$ cat src/rtl/wdk_pkg.sv
package wdk_pkg;
  localparam int ADDR_W = 3;

  localparam logic [ADDR_W-1:0] A_REV   = 3'd0;
  localparam logic [ADDR_W-1:0] A_CTRL  = 3'd1;
  localparam logic [ADDR_W-1:0] A_LOAD  = 3'd2;
  localparam logic [ADDR_W-1:0] A_COUNT = 3'd3;
  localparam logic [ADDR_W-1:0] A_TRIG  = 3'd4;
  localparam logic [ADDR_W-1:0] A_KEY   = 3'd5;
  localparam logic [ADDR_W-1:0] A_PEND  = 3'd6;

  localparam logic [15:0] KEY_GO1   = 16'hBBBB;
  localparam logic [15:0] KEY_GO2   = 16'h4444;
  localparam logic [15:0] KEY_HALT1 = 16'hAAAA;
  localparam logic [15:0] KEY_HALT2 = 16'h5555;

  localparam int NSLOT   = 4;
  localparam int SL_CTRL = 0;
  localparam int SL_LOAD = 1;
  localparam int SL_TRIG = 2;
  localparam int SL_KEY  = 3;

  typedef enum logic [1:0] {KS_IDLE, KS_GO1, KS_HALT1} ks_state_t;

  function automatic logic [ADDR_W-1:0] slot_addr(input int s);
    case (s)
      SL_CTRL: return A_CTRL;
      SL_LOAD: return A_LOAD;
      SL_TRIG: return A_TRIG;
      default: return A_KEY;
    endcase
  endfunction
endpackage

$ cat src/rtl/wdk_posted.sv
module wdk_posted #(
  parameter int DW         = 32,
  parameter int PEND_TICKS = 2
) (
  input  logic          clk,
  input  logic          rst,
  input  logic          tick,
  input  logic          wr_req,
  input  logic [DW-1:0] wdata,
  output logic          busy,
  output logic          apply,
  output logic [DW-1:0] data
);
  localparam int CW = $clog2(PEND_TICKS + 1);

  logic [CW-1:0] left;

  assign apply = busy && tick && (left == CW'(1));

  always_ff @(posedge clk) begin
    if (rst) begin
      busy <= 1'b0;
      left <= '0;
      data <= '0;
    end else if (!busy && wr_req) begin
      busy <= 1'b1;
      left <= CW'(PEND_TICKS);
      data <= wdata;
    end else if (busy && tick) begin
      left <= left - CW'(1);
      if (left == CW'(1)) busy <= 1'b0;
    end
  end

  AST_BUSY_DROP: assert property (@(posedge clk) disable iff (rst)
    (busy && wr_req) |=> $stable(data));
  AST_BUSY_CLEAR: assert property (@(posedge clk) disable iff (rst)
    $fell(busy) |-> $past(apply));
endmodule

$ cat src/rtl/wdk_keyseq.sv
module wdk_keyseq
  import wdk_pkg::*;
#(
  parameter int DW = 32
) (
  input  logic          clk,
  input  logic          rst,
  input  logic          apply,
  input  logic [DW-1:0] word,
  input  logic          force_stop,
  output logic          run
);
  ks_state_t st;

  logic is_go1, is_go2, is_halt1, is_halt2;
  assign is_go1   = (word == DW'(KEY_GO1));
  assign is_go2   = (word == DW'(KEY_GO2));
  assign is_halt1 = (word == DW'(KEY_HALT1));
  assign is_halt2 = (word == DW'(KEY_HALT2));

  always_ff @(posedge clk) begin
    if (rst) begin
      st  <= KS_IDLE;
      run <= 1'b0;
    end else begin
      if (force_stop) run <= 1'b0;
      if (apply) begin
        if (is_go1) st <= KS_GO1;
        else if (is_halt1) st <= KS_HALT1;
        else if (is_go2 && st == KS_GO1) begin
          run <= 1'b1;
          st  <= KS_IDLE;
        end else if (is_halt2 && st == KS_HALT1) begin
          run <= 1'b0;
          st  <= KS_IDLE;
        end else st <= KS_IDLE;
      end
    end
  end

  AST_START_KEYED: assert property (@(posedge clk) disable iff (rst)
    $rose(run) |-> $past(apply && is_go2 && st == KS_GO1));
  AST_STOP_KEYED: assert property (@(posedge clk) disable iff (rst)
    $fell(run) |-> $past((apply && is_halt2 && st == KS_HALT1) || force_stop));
endmodule

$ cat src/rtl/wdk_prescale.sv
module wdk_prescale #(
  parameter int RATIO_W = 3
) (
  input  logic               clk,
  input  logic               rst,
  input  logic               run,
  input  logic               tick,
  input  logic               en,
  input  logic [RATIO_W-1:0] ratio,
  output logic               ctick
);
  localparam int DIVW = (1 << RATIO_W) - 1;

  logic [DIVW-1:0] div;
  logic [DIVW:0]   one_sh;
  logic [DIVW-1:0] lim;
  logic            wrap;

  assign one_sh = (DIVW+1)'(1) << ratio;
  assign lim    = DIVW'(one_sh - (DIVW+1)'(1));
  assign wrap   = (div == lim);
  assign ctick  = tick && run && (!en || wrap);

  always_ff @(posedge clk) begin
    if (rst || !run) div <= '0;
    else if (tick && en) div <= wrap ? '0 : div + DIVW'(1);
  end

  AST_DIV_BOUND: assert property (@(posedge clk) disable iff (rst)
    (run && en) |-> (div <= lim));
endmodule

$ cat src/rtl/wdk_watchdog.sv
module wdk_watchdog
  import wdk_pkg::*;
#(
  parameter int         DW         = 32,
  parameter int         PEND_TICKS = 2,
  parameter int         RST_CYCLES = 4,
  parameter int         RATIO_W    = 3,
  parameter logic [7:0] REV        = 8'h31
) (
  input  logic              clk,
  input  logic              rst,
  input  logic              tick,
  input  logic              wr_en,
  input  logic [ADDR_W-1:0] addr,
  input  logic [DW-1:0]     wdata,
  output logic [DW-1:0]     rdata,
  output logic              wdt_rst
);
  localparam int PE_BIT = 2 + RATIO_W;
  localparam int RW     = $clog2(RST_CYCLES + 1);

  logic [NSLOT-1:0] busy;
  logic [NSLOT-1:0] ap;
  logic [DW-1:0]    pd [NSLOT];

  for (genvar s = 0; s < NSLOT; s++) begin : g_slot
    wdk_posted #(.DW(DW), .PEND_TICKS(PEND_TICKS)) u_slot (
      .clk   (clk),
      .rst   (rst),
      .tick  (tick),
      .wr_req(wr_en && (addr == slot_addr(s))),
      .wdata (wdata),
      .busy  (busy[s]),
      .apply (ap[s]),
      .data  (pd[s])
    );
  end

  logic               run;
  logic               ctick;
  logic               pre_en;
  logic [RATIO_W-1:0] ratio;
  logic [DW-1:0]      load_q;
  logic [DW-1:0]      cnt;
  logic [DW-1:0]      last_trig;
  logic [RW-1:0]      rst_left;
  logic               reload;
  logic               ovf;

  assign reload = ap[SL_TRIG] && (pd[SL_TRIG] != last_trig);
  assign ovf    = run && ctick && (&cnt) && !reload;

  wdk_keyseq #(.DW(DW)) u_keys (
    .clk       (clk),
    .rst       (rst),
    .apply     (ap[SL_KEY]),
    .word      (pd[SL_KEY]),
    .force_stop(ovf),
    .run       (run)
  );

  wdk_prescale #(.RATIO_W(RATIO_W)) u_pre (
    .clk  (clk),
    .rst  (rst),
    .run  (run),
    .tick (tick),
    .en   (pre_en),
    .ratio(ratio),
    .ctick(ctick)
  );

  logic unused_ctrl_bits;
  assign unused_ctrl_bits = ^{pd[SL_CTRL][DW-1:PE_BIT+1], pd[SL_CTRL][1:0]};

  always_ff @(posedge clk) begin
    if (rst) begin
      pre_en    <= 1'b0;
      ratio     <= '0;
      load_q    <= '0;
      cnt       <= '0;
      last_trig <= '0;
      rst_left  <= '0;
      wdt_rst   <= 1'b0;
    end else begin
      if (ap[SL_CTRL] && !run) begin
        pre_en <= pd[SL_CTRL][PE_BIT];
        ratio  <= pd[SL_CTRL][PE_BIT-1:2];
      end
      if (ap[SL_LOAD] && !run) load_q <= pd[SL_LOAD];
      if (ap[SL_TRIG]) last_trig <= pd[SL_TRIG];
      if (reload) cnt <= load_q;
      else if (ctick) cnt <= cnt + DW'(1);
      if (ovf) rst_left <= RW'(RST_CYCLES);
      else if (rst_left != '0) rst_left <= rst_left - RW'(1);
      wdt_rst <= ovf || (rst_left > RW'(1));
    end
  end

  always_ff @(posedge clk) begin
    if (rst) rdata <= '0;
    else begin
      case (addr)
        A_REV:   rdata <= DW'(REV);
        A_CTRL:  rdata <= DW'({pre_en, ratio, 2'b00});
        A_LOAD:  rdata <= load_q;
        A_COUNT: rdata <= cnt;
        A_PEND:  rdata <= DW'({busy[SL_KEY], busy[SL_TRIG], busy[SL_LOAD], 1'b0, busy[SL_CTRL]});
        default: rdata <= '0;
      endcase
    end
  end

  AST_CFG_FROZEN: assert property (@(posedge clk) disable iff (rst)
    (run && $past(run)) |-> ($stable(load_q) && $stable(pre_en) && $stable(ratio)));
  AST_COUNT_STEP: assert property (@(posedge clk) disable iff (rst)
    (!$past(ap[SL_TRIG])) |-> (cnt == $past(cnt) || ($past(run) && cnt == $past(cnt) + DW'(1))));
  AST_RST_DISARMS: assert property (@(posedge clk) disable iff (rst)
    $rose(wdt_rst) |-> (!run && cnt == '0));
endmodule

$ cat config.mk
export PLATFORM = sky130hd
export DESIGN_NAME = wdk_watchdog
export DESIGN_NICKNAME = d
export VERILOG_FILES = /design/src/rtl/wdk_pkg.sv /design/src/rtl/wdk_posted.sv /design/src/rtl/wdk_keyseq.sv /design/src/rtl/wdk_prescale.sv /design/src/rtl/wdk_watchdog.sv
export SDC_FILE = /design/constraint.sdc
export NUM_CORES = 1
export LEC_CHECK = 0
export ABC_AREA = 1
export CORE_ASPECT_RATIO = 1.25
export CORE_MARGIN = 3
export CORE_UTILIZATION = 64
export DETAILED_ROUTE_END_ITERATION = 8
export DONT_BUFFER_PORTS = 1
export HOLD_SLACK_MARGIN = 0.06
export MAX_ROUTING_LAYER = met4
export PLACE_DENSITY_LB_ADDON = 0.15
export SYNTH_ARGS = -nofsm -noshare
export SYNTH_HDL_FRONTEND = slang
export SYNTH_HIERARCHICAL = 1
export SYNTH_SLANG_ARGS = --single-unit
$ cat constraint.sdc
create_clock -name clk -period 2.65 [get_ports clk]
set_input_delay 0.265 -clock clk [delete_from_list [all_inputs] [get_ports clk]]
set_output_delay 0.265 -clock clk [all_outputs]
set_load 0.01 [all_outputs]
==> impl_summary.md <==
Floorplanning
The horizontal die dimension is 132.7 um. The overall die area is 21800 um^2. Pin placement for this block handled 72 I/O pins.

The die is 164.3 um tall. The initial cell density of the core is 65.69%. The floorplan step defined a core boundary enclosing 19540 um^2. The row count is 57.

Detailed routing
The number of nets with antenna violations after detailed routing is 0. The first-pass detailed-route iteration total is 5. The average routed wire per standard cell is 14.08 um. The DRC violations left is 0. The detailed-route via count is 11836. Using the TritonRoute via totals, the vias-per-cell ratio works out to 5.300. The overall routed net length is 31450 um. The first routing iteration left 702 violations.

GRT
The wire length of the first global-routing pass is 52550 um. The via count of the first global-routing pass is 11051. The total grt overflow is 0. The number of antenna violations at the first check in global routing is 0. The combined global-route utilization of all metal layers is 29.59%. Entering global routing, the biggest net connects 70 pins.

Power
The worst voltage drop across the vdd grid is 0.5827 mV. The design draws 8360 uW. In this run the static leakage power is 0.006045 uW.

The power per unit of standard cell area is 594.2 nW/um^2.

CTS
The buffer levels on the longest clock path is 3. Post-CTS timing repair inserted 0 buffers for setup. The insertion delay to the later sink of the worst-skew pair is 0.53 ns.

The number of buffers added by the clock tree synthesis step is 26. The cell at the root of the clock tree is clkbuf_16. After clock tree synthesis, the clock-pin slew on the worst setup and hold paths is 0.06 ns. The CTS tree is done. CTS built an H-tree with a depth of 1.

Clock tree synthesis found a total of 258 sinks. The number of gates resized after CTS was 0. The number of hold buffers added after CTS was 38.

Yosys
The count of warnings emitted by yosys is 6. The cell count after synthesis is 1956. The mapped netlist covers 12840 um^2.

Dividing the synthesized area by the synthesized cell count gives 6.562 um^2. Synthesis produced a netlist with a net count of 2004.

Worst setup path
The length in cells of the worst reg-to-reg path is 13. The worst register-to-register path ends at u_keys/run$_SDFF_PP0_. The highest fanout seen on the critical path is 5. The startpoint identified for the worst register-to-register timing path is cnt[0]$_SDFFE_PP0P_. The arrival time at the worst endpoint is 2.79 ns. The setup slack of the worst register-to-register path is 0.26 ns. Data on the critical path is required at its endpoint by 3.05 ns. STA classifies the critical path endpoint as a register. The startpoint kind of the worst setup timing path is a register. Tracing the worst setup path back leads to its startpoint at cnt[0]$_SDFFE_PP0P_.

The setup path with the least slack is of type reg -> reg.

Worst hold path
The class of the worst hold path is in -> reg. The worst hold path terminates at cnt[3]$_SDFFE_PP0P_. The hold-critical path depth is 2.

The launch instance of the worst min-delay path is rst.

Placement
The final weighted congestion of routability-driven global placement is 0.9477. The worst slack after detailed placement is 0.3262 ns. The number of port buffers is 0.

The HPWL after detailed placement is 21180 um.

Finish
The number of antenna diodes in the final layout is 0. Compared with the post-synthesis result, the final layout area differs by 9.611%. The library cell used most frequently in the layout, excluding fill and tap cells, is nor2_1. The layout net count is 1997. Cells with a size suffix above 1 make up 7.825% of the layout. Counting the fill cells in the layout gives 1701. Summing all multi-input logic gate instances after layout gives 6216 um^2. The library cells used most frequently in the layout, excluding fill and tap cells, are nor2_1 (522), nand2_1 (376), dfxtp_1 (258), inv_1 (213), nand3_1 (169). Across the whole layout, storage elements account for 5165 um^2.

STA
The setup skew after layout is 0.01819 ns. The number of failing setup endpoints in the final timing report is 0. The final total negative setup slack is 0 ns. The worst hold slack after final layout is 0.08834 ns. For the pin with the worst max-slew slack, the measured transition is 0.8248 ns.

The final count of pins violating max slew is 0. For this run, the top clock speed supported by timing is 418.5 MHz. The shortest clock period the worst path allows after layout is 2.390 ns. Measured against its own limit, the worst slew margin works out to 44.95%.

After layout, the worst setup slack is 0.2605 ns. Setup repair after global routing left no endpoint under its margin. After layout, the worst path uses 90.17% of the clock period. The final hold violation count came to 0.

Flow run
Max-cap violations in this run came to 0.

Status
The run finished with clean final reports.
## per-stage QoR
stage	instance area, um^2	cells	utilization (%)
4_1_cts	14070	2233	72.00
3_5_place_dp	12810	2148	65.55
2_1_floorplan	12840	1956	-
3_3_place_gp	12810	2148	65.55
6_report	14070	2233	72.00
5_1_grt	14070	2233	72.00
## where the power goes
group	switching, uW	internal, uW	total (uW)
Combinational	435	237	671
Sequential	67.8	3970	4040
Clock	1470	2180	3650
Total	1980	6380	8360
## layout make-up
type | count | area share, %
multi-input combinational | 1366 | 44.18
sequential | 258 | 36.71
inverter | 236 | 6.296
clock buffer | 41 | 5.745
timing repair buffer | 61 | 4.322
tap | 265 | 2.357
clock inverter | 6 | 0.3913
## worst max-delay path by stage
stage,end,slack (ns),cells past startpoint
after floorplan,rst_left[1]$_SDFFE_PP0P_,0.81,11
after global placement,u_keys/run$_SDFF_PP0_,0.36,13
after detailed placement,u_keys/run$_SDFF_PP0_,0.33,13
after CTS,u_keys/run$_SDFF_PP0_,0.31,13
after global routing,rst_left[1]$_SDFFE_PP0P_,0.12,12
final,u_keys/run$_SDFF_PP0_,0.26,13
## critical path, cell delays in order, from the launching register on
cell      delay (ns)
dfxtp_1         0.43
ha_1            0.21
nand2_1         0.10
nor2_4          0.18
nand2_4         0.10
nor2_2          0.21
nand2_1         0.11
nor3_1          0.18
nand3_1         0.14
nor2_1          0.16
inv_1           0.06
nand2_1         0.12
o21bai_1        0.14
a21oi_1         0.12
## registers in the layout, summed over array words and instances, names as in the netlist
register,flops
rst_left,3
load_q,32
g_slot.u_slot/busy,4
u_keys/st,2
wdt_rst,1
pre_en,1
cnt,32
last_trig,32
g_slot.u_slot/left,8
g_slot.u_slot/data,100
rdata,32
ratio,3
u_pre/div,7
u_keys/run,1
## layer usage
layer	share of wire [%]	wire length, um	track usage, %	up-vias
met1	42	13160	35.74	5401
met2	50	15570	52.23	378
met4	2.3	727	8.507	0
met3	6.3	1988	3.646	55
met5	0	0	-	-
li1	-	-	-	6002
No activity file was read; power rests on OpenSTA's default activity.
